==> config.mk <==
export PLATFORM = sky130hd
export DESIGN_NAME = i2s_rx_lane
export DESIGN_NICKNAME = d
export VERILOG_FILES = /design/src/rtl/i2s_rx_pkg.sv /design/src/rtl/i2s_rx_edge.sv /design/src/rtl/i2s_rx_deser.sv /design/src/rtl/i2s_rx_fifo.sv /design/src/rtl/i2s_rx_lane.sv
export SDC_FILE = /design/constraint.sdc
export NUM_CORES = 1
export LEC_CHECK = 0
export ABC_AREA = 1
export CORE_MARGIN = 2
export CORE_UTILIZATION = 30
export CTS_CLUSTER_SIZE = 10
export DETAILED_ROUTE_END_ITERATION = 12
export GPL_TIMING_DRIVEN = 0
export MAX_ROUTING_LAYER = met4
export PLACE_DENSITY_LB_ADDON = 0.05
export SLEW_MARGIN = 5
export SYNTH_ARGS = -nofsm -noshare
export SYNTH_HDL_FRONTEND = slang
export SYNTH_SLANG_ARGS = --single-unit
==> constraint.sdc <==
create_clock -name clk -period 3 [get_ports clk]
set_input_delay 0.45 -clock clk [delete_from_list [all_inputs] [get_ports clk]]
set_output_delay 0.45 -clock clk [all_outputs]
set_load 0.02 [all_outputs]
==> src/rtl/i2s_rx_pkg.sv <==
`timescale 1ns/1ps
package i2s_rx_pkg;

    typedef enum logic [1:0] {
        ST_IDLE,
        ST_HUNT,
        ST_SHIFT,
        ST_HOLD
    } rx_state_e;

    // Control word bit positions
    localparam int unsigned CB_EN     = 0;
    localparam int unsigned CB_LRPOL  = 3;
    localparam int unsigned CB_FLUSH  = 6;
    localparam int unsigned CB_CKPOL  = 7;
    localparam int unsigned CB_DLY1   = 8;
    localparam int unsigned CB_PACKH  = 9;
    localparam int unsigned CB_PK16   = 12;
    localparam int unsigned CB_FMODE  = 13;
    localparam int unsigned CB_FEN    = 14;

    localparam logic [31:0] CTRL_MASK  = 32'h0003_F7CF;
    localparam logic [31:0] CTRL_RESET = 32'h0002_0404;

    typedef struct packed {
        logic en;
        logic lrpol;
        logic flush;
        logic ckpol;
        logic dly1;
        logic packh;
        logic pk16;
        logic fmode;
        logic fen;
    } rx_cfg_t;

endpackage

==> src/rtl/i2s_rx_edge.sv <==
`timescale 1ns/1ps
module i2s_rx_edge #(
    parameter int SYNC_STAGES = 2,
    parameter int FILT_LONG   = 3,
    parameter int FILT_SHORT  = 2
) (
    input  logic clk,
    input  logic rst_n,
    input  logic fen,
    input  logic fmode,
    input  logic ckpol,
    input  logic sck_in,
    input  logic ws_in,
    input  logic sd_in,
    output logic samp,
    output logic ws_s,
    output logic sd_s
);
    localparam int CW = $clog2(FILT_LONG + 1);

    logic [SYNC_STAGES-1:0] sck_sr, ws_sr, sd_sr;
    logic                   sck_s;
    logic                   filt_q, filt_prev_q;
    logic [CW-1:0]          run_q;
    logic [CW-1:0]          need_c;

    always_ff @(posedge clk or negedge rst_n) begin
        if (!rst_n) begin
            sck_sr <= '0;
            ws_sr  <= '0;
            sd_sr  <= '0;
        end else begin
            sck_sr <= {sck_sr[SYNC_STAGES-2:0], sck_in};
            ws_sr  <= {ws_sr[SYNC_STAGES-2:0], ws_in};
            sd_sr  <= {sd_sr[SYNC_STAGES-2:0], sd_in};
        end
    end

    assign sck_s  = sck_sr[SYNC_STAGES-1];
    assign ws_s   = ws_sr[SYNC_STAGES-1];
    assign sd_s   = sd_sr[SYNC_STAGES-1];
    assign need_c = fmode ? CW'(FILT_SHORT - 1) : CW'(FILT_LONG - 1);

    // Debounce: a new level is taken once it has persisted for the required run
    always_ff @(posedge clk or negedge rst_n) begin
        if (!rst_n) begin
            filt_q      <= 1'b0;
            filt_prev_q <= 1'b0;
            run_q       <= '0;
        end else begin
            filt_prev_q <= filt_q;
            if (!fen) begin
                filt_q <= sck_s;
                run_q  <= '0;
            end else if (sck_s != filt_q) begin
                if (run_q == need_c) begin
                    filt_q <= sck_s;
                    run_q  <= '0;
                end else begin
                    run_q <= run_q + 1'b1;
                end
            end else begin
                run_q <= '0;
            end
        end
    end

    assign samp = (filt_q != filt_prev_q) && (filt_q == ~ckpol);

    // with the filter on, two accepted level changes are never back to back
    p_filter_hold_r10: assert property (@(posedge clk) disable iff (!rst_n)
        (fen && (filt_q != filt_prev_q)) |=> $stable(filt_q));

endmodule

==> src/rtl/i2s_rx_deser.sv <==
`timescale 1ns/1ps
module i2s_rx_deser
    import i2s_rx_pkg::*;
#(
    parameter int DW       = 32,
    parameter int SAMPLE_W = 24
) (
    input  logic          clk,
    input  logic          rst_n,
    input  logic          en,
    input  logic          dly1,
    input  logic          lrpol,
    input  logic          packh,
    input  logic          pk16,
    input  logic          samp,
    input  logic          ws_s,
    input  logic          sd_s,
    output logic          wr_valid,
    output logic [DW-1:0] wr_data
);
    localparam int CNTW = $clog2(DW + 1);
    localparam int HALF = DW / 2;
    localparam int PAD  = DW - SAMPLE_W;

    rx_state_e         state_q, state_d;
    logic              ws_d_q, chg_d_q;
    logic [DW-1:0]     shreg_q, shifted;
    logic [CNTW-1:0]   cnt_q, slot;
    logic              cur_left_q;
    logic [HALF-1:0]   left_hold_q;
    logic              left_ok_q;
    logic              lr, chg, start, start_left, load, last_bit;

    assign lr         = ws_s ^ lrpol;
    assign chg        = lr != ws_d_q;
    assign start      = dly1 ? chg_d_q : chg;
    assign start_left = dly1 ? ws_d_q : lr;
    assign slot       = pk16 ? CNTW'(HALF) : CNTW'(DW);
    assign shifted    = {shreg_q[DW-2:0], sd_s};
    assign last_bit   = (state_q == ST_SHIFT) && samp && !start && ((cnt_q + 1'b1) == slot);
    assign load       = en && samp && start &&
                        ((state_q == ST_SHIFT) || (state_q == ST_HOLD) ||
                         ((state_q == ST_HUNT) && start_left));

    always_comb begin
        state_d = state_q;
        unique case (state_q)
            ST_IDLE:  if (en) state_d = ST_HUNT;
            ST_HUNT:  if (samp && start && start_left) state_d = ST_SHIFT;
            ST_SHIFT: if (last_bit) state_d = ST_HOLD;
            ST_HOLD:  if (samp && start) state_d = ST_SHIFT;
        endcase
        if (!en) state_d = ST_IDLE;
    end

    always_ff @(posedge clk or negedge rst_n) begin
        if (!rst_n) state_q <= ST_IDLE;
        else        state_q <= state_d;
    end

    always_ff @(posedge clk or negedge rst_n) begin
        if (!rst_n) begin
            ws_d_q      <= 1'b0;
            chg_d_q     <= 1'b0;
            shreg_q     <= '0;
            cnt_q       <= '0;
            cur_left_q  <= 1'b0;
            left_hold_q <= '0;
            left_ok_q   <= 1'b0;
            wr_valid    <= 1'b0;
            wr_data     <= '0;
        end else begin
            wr_valid <= 1'b0;
            if (samp) begin
                ws_d_q  <= lr;
                chg_d_q <= chg;
            end
            if (load) begin
                shreg_q    <= {{(DW-1){1'b0}}, sd_s};
                cnt_q      <= CNTW'(1);
                cur_left_q <= start_left;
            end else if ((state_q == ST_SHIFT) && samp) begin
                shreg_q <= shifted;
                cnt_q   <= cnt_q + 1'b1;
            end
            if (last_bit && en) begin
                if (pk16) begin
                    if (cur_left_q) begin
                        left_hold_q <= shifted[HALF-1:0];
                        left_ok_q   <= 1'b1;
                    end else if (left_ok_q) begin
                        wr_valid  <= 1'b1;
                        wr_data   <= {left_hold_q, shifted[HALF-1:0]};
                        left_ok_q <= 1'b0;
                    end
                end else begin
                    wr_valid <= 1'b1;
                    wr_data  <= packh ? shifted : {{PAD{shifted[DW-1]}}, shifted[DW-1:PAD]};
                end
            end
            if (state_q == ST_IDLE) left_ok_q <= 1'b0;
        end
    end

    // the bit count never runs past a full slot
    p_count_bound_r3: assert property (@(posedge clk) disable iff (!rst_n)
        cnt_q <= CNTW'(DW));
    // a word is only produced out of the collecting state
    p_emit_from_shift_r3: assert property (@(posedge clk) disable iff (!rst_n)
        wr_valid |-> ($past(state_q) == ST_SHIFT));
    // a disabled lane produces nothing on the following cycle
    p_idle_silent_r9: assert property (@(posedge clk) disable iff (!rst_n)
        (state_q == ST_IDLE) |=> !wr_valid);

endmodule

==> src/rtl/i2s_rx_fifo.sv <==
`timescale 1ns/1ps
module i2s_rx_fifo #(
    parameter int DW    = 32,
    parameter int DEPTH = 8
) (
    input  logic          clk,
    input  logic          rst_n,
    input  logic          flush,
    input  logic          wr_valid,
    input  logic [DW-1:0] wr_data,
    input  logic          rd_en,
    output logic [DW-1:0] rd_data,
    output logic          rd_valid,
    output logic [$clog2(DEPTH+1)-1:0] level,
    output logic          ovf
);
    localparam int AW = $clog2(DEPTH);
    localparam int LW = $clog2(DEPTH + 1);

    logic [DW-1:0] mem [DEPTH];
    logic [AW-1:0] wptr_q, rptr_q;
    logic          full, push_ok, pop_ok;

    assign full    = (level == LW'(DEPTH));
    assign push_ok = wr_valid && !flush && !full;
    assign pop_ok  = rd_en && (level != '0) && !flush;

    always_ff @(posedge clk) begin
        if (push_ok) mem[wptr_q] <= wr_data;
    end

    always_ff @(posedge clk or negedge rst_n) begin
        if (!rst_n) begin
            wptr_q <= '0;
            rptr_q <= '0;
            level  <= '0;
            ovf    <= 1'b0;
        end else if (flush) begin
            wptr_q <= '0;
            rptr_q <= '0;
            level  <= '0;
            ovf    <= 1'b0;
        end else begin
            if (push_ok) wptr_q <= (wptr_q == AW'(DEPTH - 1)) ? '0 : wptr_q + 1'b1;
            if (pop_ok)  rptr_q <= (rptr_q == AW'(DEPTH - 1)) ? '0 : rptr_q + 1'b1;
            level <= level + LW'(push_ok) - LW'(pop_ok);
            if (wr_valid && full) ovf <= 1'b1;
        end
    end

    assign rd_data  = mem[rptr_q];
    assign rd_valid = (level != '0);

    p_no_overflow_r11: assert property (@(posedge clk) disable iff (!rst_n)
        level <= LW'(DEPTH));
    p_full_drop_r11: assert property (@(posedge clk) disable iff (!rst_n)
        (wr_valid && full && !flush && !rd_en) |=> ((level == LW'(DEPTH)) && ovf));
    p_flush_clears_r12: assert property (@(posedge clk) disable iff (!rst_n)
        $fell(flush) |-> ((level == '0) && !ovf));

endmodule

==> src/rtl/i2s_rx_lane.sv <==
`timescale 1ns/1ps
module i2s_rx_lane
    import i2s_rx_pkg::*;
#(
    parameter int DW          = 32,
    parameter int FIFO_DEPTH  = 8,
    parameter int SYNC_STAGES = 2,
    parameter int FILT_LONG   = 3,
    parameter int FILT_SHORT  = 2
) (
    input  logic          clk,
    input  logic          rst_n,
    input  logic          ctrl_wr,
    input  logic [31:0]   ctrl_wdata,
    output logic [31:0]   ctrl_q,
    input  logic          sck_in,
    input  logic          ws_in,
    input  logic          sd_in,
    input  logic          rd_en,
    output logic [DW-1:0] rd_data,
    output logic          rd_valid,
    output logic [$clog2(FIFO_DEPTH+1)-1:0] fifo_level,
    output logic          overflow
);
    rx_cfg_t       cfg;
    logic          samp, ws_s, sd_s;
    logic          wr_valid;
    logic [DW-1:0] wr_data;
    logic [7:0]    unused_ctrl;

    always_ff @(posedge clk or negedge rst_n) begin
        if (!rst_n)       ctrl_q <= CTRL_RESET;
        else if (ctrl_wr) ctrl_q <= ctrl_wdata & CTRL_MASK;
    end

    assign cfg.en    = ctrl_q[CB_EN];
    assign cfg.lrpol = ctrl_q[CB_LRPOL];
    assign cfg.flush = ctrl_q[CB_FLUSH];
    assign cfg.ckpol = ctrl_q[CB_CKPOL];
    assign cfg.dly1  = ctrl_q[CB_DLY1];
    assign cfg.packh = ctrl_q[CB_PACKH];
    assign cfg.pk16  = ctrl_q[CB_PK16];
    assign cfg.fmode = ctrl_q[CB_FMODE];
    assign cfg.fen   = ctrl_q[CB_FEN];
    assign unused_ctrl = {ctrl_q[17:15], ctrl_q[10], ctrl_q[2:1], ctrl_q[11], ctrl_q[5]};

    i2s_rx_edge #(
        .SYNC_STAGES (SYNC_STAGES),
        .FILT_LONG   (FILT_LONG),
        .FILT_SHORT  (FILT_SHORT)
    ) u_edge (
        .clk    (clk),
        .rst_n  (rst_n),
        .fen    (cfg.fen),
        .fmode  (cfg.fmode),
        .ckpol  (cfg.ckpol),
        .sck_in (sck_in),
        .ws_in  (ws_in),
        .sd_in  (sd_in),
        .samp   (samp),
        .ws_s   (ws_s),
        .sd_s   (sd_s)
    );

    i2s_rx_deser #(
        .DW (DW)
    ) u_deser (
        .clk      (clk),
        .rst_n    (rst_n),
        .en       (cfg.en),
        .dly1     (cfg.dly1),
        .lrpol    (cfg.lrpol),
        .packh    (cfg.packh),
        .pk16     (cfg.pk16),
        .samp     (samp),
        .ws_s     (ws_s),
        .sd_s     (sd_s),
        .wr_valid (wr_valid),
        .wr_data  (wr_data)
    );

    i2s_rx_fifo #(
        .DW    (DW),
        .DEPTH (FIFO_DEPTH)
    ) u_fifo (
        .clk      (clk),
        .rst_n    (rst_n),
        .flush    (cfg.flush),
        .wr_valid (wr_valid),
        .wr_data  (wr_data),
        .rd_en    (rd_en),
        .rd_data  (rd_data),
        .rd_valid (rd_valid),
        .level    (fifo_level),
        .ovf      (overflow)
    );

    // undefined control bits never hold a one
    p_ctrl_mask_r2: assert property (@(posedge clk) disable iff (!rst_n)
        $past(ctrl_wr) |-> ((ctrl_q & ~CTRL_MASK) == 32'h0));

endmodule

Yosys cells after proc, flatten, opt, wreduce, memory -nomap -nowiden --
Memories as Yosys holds them, arrays and structs flattened. Index checks and enable logic that the tools add are counted.
Word-level totals: memories 1, flip-flop bits (word level) 128, input bits 39, output and inout bits 70, word-level logic and storage cells 125, bits in writable memories 256
Memories:
- u_fifo.mem | depth 8, width 32, read ports 1, clocked after Yosys merged registers in 0, wr ports 1, line i2s_rx_fifo.sv:20 | logic [DW-1:0] mem [DEPTH];
Operators by class: add/subtract/negate cells 6, bitwise logic cells 2, equality and inequality tests 19, reduce and logical (&&, ||, !) cells 34, multiplexer cells 42
Operators by type and width (number):
- 32-bit 2-to-1 mux | 3
- 31-bit 2-to-1 mux | 3
- 3-bit 2-to-1 mux | 6
- 6-bit 2-to-1 mux | 3
- 1-bit 2-to-1 mux | 17
- 1-bit logical AND | 16
- 2-bit 2-to-1 mux | 8
- 2-bit nonzero test | 6
- 3-bit AND reduction | 3
- 2-bit one-hot mux with 4 select lines | 1
- 3-bit by 1-bit adder with 3-bit output (second input constant) | 2
- 6-bit by 1-bit adder with 6-bit output (second input constant) | 1
- 3-bit equality test (second input constant) | 2
- 6-bit equality test | 1
- 2-bit by 1-bit != test with 1-bit output (second input constant) | 3
- 3-bit != test (second input constant) | 2
- 4-bit by 1-bit adder with 4-bit output | 1
- 2-bit equality test (second input constant) | 2
- 4-bit equality test (second input constant) | 1
- 4-bit 2-to-1 mux | 1
- 2-bit AND reduction | 2
- 4-bit nonzero test | 1
- 4-bit by 1-bit subtractor with 4-bit output | 1
- 1-bit logical NOT | 3
- other kinds (11) | 14

Logic depth before layout (Yosys ltp) --
Gate-level depths: netlist (run 1).
depth in word-level cells 9, mapped depth 14

Hierarchy --
A second synthesis (run 1) with hierarchy kept.
Unflattened totals: cell total of the unflattened synthesis 1882, area total of the unflattened synthesis 17418.0 um2
Modules (own cells, without submodules):
- i2s_rx_fifo | cells an instance 1196, instances 1, area an instance 11795.1 um2, sequential area each 7962.6 um2
- i2s_rx_deser | cells an instance 564, instances 1, area an instance 4499.3 um2, sequential area each 2302.2 um2
- i2s_rx_lane | cells an instance 82, instances 1, area an instance 743.2 um2, sequential area each 379.1 um2
- i2s_rx_edge | cells an instance 40, instances 1, area an instance 380.4 um2, sequential area each 250.2 um2

Worst setup path before layout (run 1) --
No wires, ideal clock.
path type flip-flop to flip-flop, start reg u_fifo.level[2], end mem u_fifo.mem[0][0], enable pin, arrival 2502 ps, stages on the path, launching flop included 8, setup time 421 ps, path slack 77 ps, data required time 2579 ps, clock period less this slack 2923 ps, path through dfrtp_1 inv_1 ha_1 nand3_1 nand3_1 inv_1 nand2_1 nor2_1
Between the ends: word-level cells in the longest chain between the ends 5
Ends and longest elaborated chain:
- from (decl) | line i2s_rx_fifo.sv:14 | output logic [$clog2(DEPTH+1)-1:0] level,
- from (signal assigned) | line i2s_rx_fifo.sv:46 | level <= level + LW'(push_ok) - LW'(pop_ok);
- 4-bit equality test | line i2s_rx_fifo.sv:24 | assign full = (level == LW'(DEPTH));
- 1-bit logical NOT | line i2s_rx_fifo.sv:25 | assign push_ok = wr_valid && !flush && !full;
- 1-bit logical AND | line i2s_rx_fifo.sv:25
- 1-bit 2-to-1 mux | line i2s_rx_fifo.sv:29 | if (push_ok) mem[wptr_q] <= wr_data;
- 1-bit 2-to-1 mux (not written as such) | line i2s_rx_fifo.sv:29
- to (decl) | line i2s_rx_fifo.sv:20
No other way between the ends.

Worst setup path in the final report (run 1) --
start reg u_fifo.rptr_q[0], end out rd_data[23]
Between the ends: word-level cells in the longest chain between the ends 1
Ends and longest elaborated chain:
- from (decl) | line i2s_rx_fifo.sv:21 | logic [AW-1:0] wptr_q, rptr_q;
- from (signal assigned) | line i2s_rx_fifo.sv:45 | if (pop_ok) rptr_q <= (rptr_q == AW'(DEPTH - 1)) ? '0 : rptr_q + 1'b1;
- memory read 8 x 32 bit
- to (decl) | line i2s_rx_lane.sv:20 | output logic [DW-1:0] rd_data,
No other way between the ends.

==> key figures, run 1 <==
Global route
  – Grt ovf: 0
  – First-pass GRT wire length: 70000 um
  – Vias in the first global route: 11100
  – Total GRT Usage: 0.177
  – Initial antenna violation count: 1
  – Largest net degree at the start of global routing: 66

Detailed routing
  – Via/cell ratio: 4.60
  – Vias: 10800
  – Drt initial violations: 566
  – Final WL: 46200 um
  – Drt pass-1 iters: 5
  – DRT antenna net count: 0
  – Routed WL per cell: 19.8 um
  – Drt drc: 0

Worst setup path
  – Delay-heaviest family, CP: buffers and inverters
  – Max stage delay on crit path: 450 ps
  – Worst-path fanout max: 10
  – R2R Path Start: u_fifo.level[2]
  – R2r setup slk: 550 ps
  – CP most frequent cell: nor2_1
  – CP startpoint: u_fifo.rptr_q[0]
  – Setup crit start kind: flip-flop
  – R2r endpoint: u_fifo.mem[2][20]
  – CP Class: reg -> out
  – R2R depth: 8
  – Crit. End Element: output port
  – Required time worst endpoint: 2550 ps
  – CP arrival: 2440 ps
  – Worst path cell trace: inv_1 > buf_4 > clkbuf_8 > nor2_1 > o22ai_1 > nor2_1 > a31oi_2 > clkdlybuf4s15_2
  – End point of the critical path: rd_data[23]
  – Worst path depth: 8
  – Crit path max-delay cell type: dfrtp_2
  – Buf/Inv on CP: 4

STA
  – Final Skew: 17.3 ps
  – Pins over their slew limit: 0
  – Final period utilization: 0.964
  – Fmax: 0.346 GHz
  – Final hold vios: 0
  – Setup TNS: 0 ps
  – Slew margin rel.: 0.487
  – Tightest Pin Transition: 770 ps
  – # setup viols final: 0
  – RSZ-0062 raised after global routing: no
  – Post-route minimum period: 2890 ps

Yosys
  – Adder-cell share of the synthesized area: 0.0107
  – Seq/Total Area, Yosys: 0.685
  – Synth cell types: 35
  – Compound-gate portion of the synthesized area: 0.117
  – Mapped Area: 15900 um2
  – Largest family of logic cells by synthesized area: simple AND/OR/NAND/NOR gates
  – Syn. warnings: 0
  – Mean post-synth cell area: 10.9 um2
  – XOR/XNOR share of the synthesized area: 0.000550
  – Post-Synth Simple-Gate Area: 0.122
  – Synth Register Bits: 384
  – Mux contribution to synthesized area: 0.00566
  – Post-Synthesis Cells: 1462

Power and ir drop
  – Seq pwr share: 0.386
  – Sw Ratio: 0.327
  – Pint: 10.2 mW
  – Power per cell area: 785 nW/um2
  – Post-route total power: 15.2 mW
  – Combinational share of power: 0.258
  – P_leak: 7.26 nW
  – Worst VDD drop: 0.445 mV
  – Clock group share of total power: 0.357
  – Sw power: 4.98 mW

Run status
  – Outcome: complete, no violations

Place
  – RD Place Congestion: 0.798
  – Buffers on Ports: 74
  – Dpl cells: 2250
  – Detailed Place HPWL: 30800 um

Final layout
  – Area grow syn2layout: 21.9%
  – Layout cells sized above 1: 0.132
  – Final Non-Filler Cells: 2338
  – ANT cells: 0
  – Final nets: 1664
  – Finished Core Util: 0.369

Hold path
  – HP Class: in -> reg
  – Hold depth: 1

Floorplanning
  – Initial Util: 0.303
  – Die footprint: 54900 um2
  – Num ports: 109
  – FP Rows: 84
  – Die Ht: 234 um
  – Core box area: 52600 um2
  – Die X: 234 um

Flow run
  – Maximum capacitance violations: 0

CTS
  – CTS buffer count: 47
  – Clk slew on worst S/H paths: 50 ps
  – Setup bufs post-CTS: 0
  – Clk_lat worst skew: 580 ps
  – Root Driver: clkbuf_16
  – TritonCTS Sinks: 384
  – CTS tree: done
  – Htree depth: 2
  – Clock Tree Buf Depth: 3
-- cells in the mapped netlist --
cell type,instances,area [um2]
o211ai_1,1,7.51
nand3_2,1,10.0
a21o_1,1,7.51
o21ai_2,10,87.6
o221ai_1,7,61.3
ha_1,12,150
buf_2,8,40.0
o21ai_0,177,886
clkbuf_1,60,225
o22ai_1,41,257
nor2_1,262,983
conb_1,1,3.75
nand3b_1,2,15.0
nand3_1,14,70.1
a31oi_1,32,200
nand2_1,215,807
xnor2_1,1,8.76
or2_2,1,6.26
o21bai_1,2,15.0
o21bai_2,1,11.3
buf_6,3,33.8
dfstp_2,3,78.8
edfxtp_1,256,7690
buf_4,28,210
nand4_1,6,37.5
mux2_2,8,90.1
o21ai_1,43,215
fa_1,1,20.0
nor3_1,2,10.0
inv_2,3,11.3
a21oi_1,21,105
o31ai_1,1,7.51
inv_1,106,398
buf_1,7,26.3
dfrtp_1,125,3130
-- worst register-to-register path: cells and delay by family, from the launching register on --
| family | cells | cell delay, ps |
|---|---|---|
| fa+ha+maj | 1 | 210 |
| flops | 1 | 350 |
| buf+inv | 3 | 500 |
| simple gates | 4 | 1060 |
-- sequential cells by signal, summed over array words and instances (netlist names), 2 cells and up --
register,flops
u_deser.shreg_q,31
u_edge.run_q,2
u_deser.state_q,2
ctrl_q,15
u_fifo.level,4
u_deser.left_hold_q,16
u_edge.sd_sr,2
u_fifo.mem,256
u_fifo.wptr_q,3
u_edge.sck_sr,2
u_fifo.rptr_q,3
u_deser.wr_data,32
u_deser.cnt_q,6
u_edge.ws_sr,2
-- per-stage QoR --
step | hold WS (ps) | instance area, um2 | setup slack (ps)
finish | 311 | 19400 | 107
global route | 284 | 19400 | 1.46
CTS | 272 | 19500 | -1.05
detailed placement | 335 | 17900 | -515
global placement | 333 | 17600 | -4320
floorplan | 154 | 16000 | 77.0
-- power by group through the flow --
stage               clock [mW]  combinational (mW)  sequential [mW]
global placement             0                3.97             5.97
detailed placement           0                3.97             5.97
global route              5.80                4.35             5.89
floorplan                    0                2.20             5.98
CTS                       5.60                4.04             5.87
finish                    5.43                3.92             5.87
-- area by class of cell --
type	instances	area [um2]
Timing Repair Buffer	85	875
Fill cell	5298	33100
Multi-Input combinational cell	879	4220
Clock inverter	7	72.6
Clock buffer	80	1380
Buffer	106	682
Inverter	109	409
Tap cell	688	861
Sequential cell	384	10900
-- layer usage --
layer,vias up,part of all wire,global-route usage
li1,5259,-,-
met1,5315,0.47,0.230
met2,135,0.49,0.293
met3,55,0.027,0.0280
met4,0,0.018,0.0393
met5,-,0,-
-- cell usage in the layout, fill, tap and decap left out, types with 10 or more instances in the layout --
cell type | netlist | routed
dfrtp_1 | 125 | 124
a31oi_1 | 32 | 27
inv_1 | 106 | 106
nor2_1 | 262 | 254
conb_1 | 1 | 17
edfxtp_1 | 256 | 256
buf_4 | 28 | 32
o21ai_1 | 43 | 43
clkbuf_1 | 60 | 47
ha_1 | 12 | 12
o21ai_0 | 177 | 177
clkbuf_2 | 0 | 35
clkbuf_16 | 0 | 49
o21ai_2 | 10 | 10
buf_2 | 8 | 15
nand3_1 | 14 | 14
clkdlybuf4s50_1 | 0 | 41
a21oi_1 | 21 | 21
nand2_1 | 215 | 215
clkbuf_4 | 0 | 13
o22ai_1 | 41 | 41
-- worst min-delay path by stage --
stage	from	endpoint
after floorplan	rst_n	ctrl_q[0]
after CTS	sd_in	u_edge.sd_sr[0]
after global placement	u_edge.sd_sr[0]	u_edge.sd_sr[1]
after detailed placement	u_edge.sd_sr[0]	u_edge.sd_sr[1]
after global routing	sd_in	u_edge.sd_sr[0]
final	sd_in	u_edge.sd_sr[0]
-- cell families after synthesis --
logic type	count (synthesis)
AO/OA/AOI/OAI	337
buffers and inverters	215
AND/OR/NAND/NOR	503
multiplexers	8
XOR/XNOR	1
flip-flops	384
other	1
adder cells (fa/ha/maj)	13
-- timing repair --
item | in CTS | in global routing
pin swaps | 0 | 1
gates resized for setup | 123 | 72
hold buffers | 1 | 0
endpoints found under the setup margin | 32 | 31
endpoints found under the hold margin | 62 | 0
(Power assumes the default switching activity.)
==> inputs of run 2 (changes only) <==
--- a/config.mk
+++ b/config.mk
@@ -6,10 +6,12 @@
 export NUM_CORES = 1
 export LEC_CHECK = 0
 export ABC_AREA = 1
+export ABC_CLOCK_PERIOD_IN_PS = 3000
 export CORE_MARGIN = 2
 export CORE_UTILIZATION = 30
 export CTS_CLUSTER_SIZE = 10
 export DETAILED_ROUTE_END_ITERATION = 12
+export GPL_ROUTABILITY_DRIVEN = 0
 export GPL_TIMING_DRIVEN = 0
 export MAX_ROUTING_LAYER = met4
 export PLACE_DENSITY_LB_ADDON = 0.05
==> results of run 2 <==
The final DEF is identical to that of run 1; final timing and power are the same.
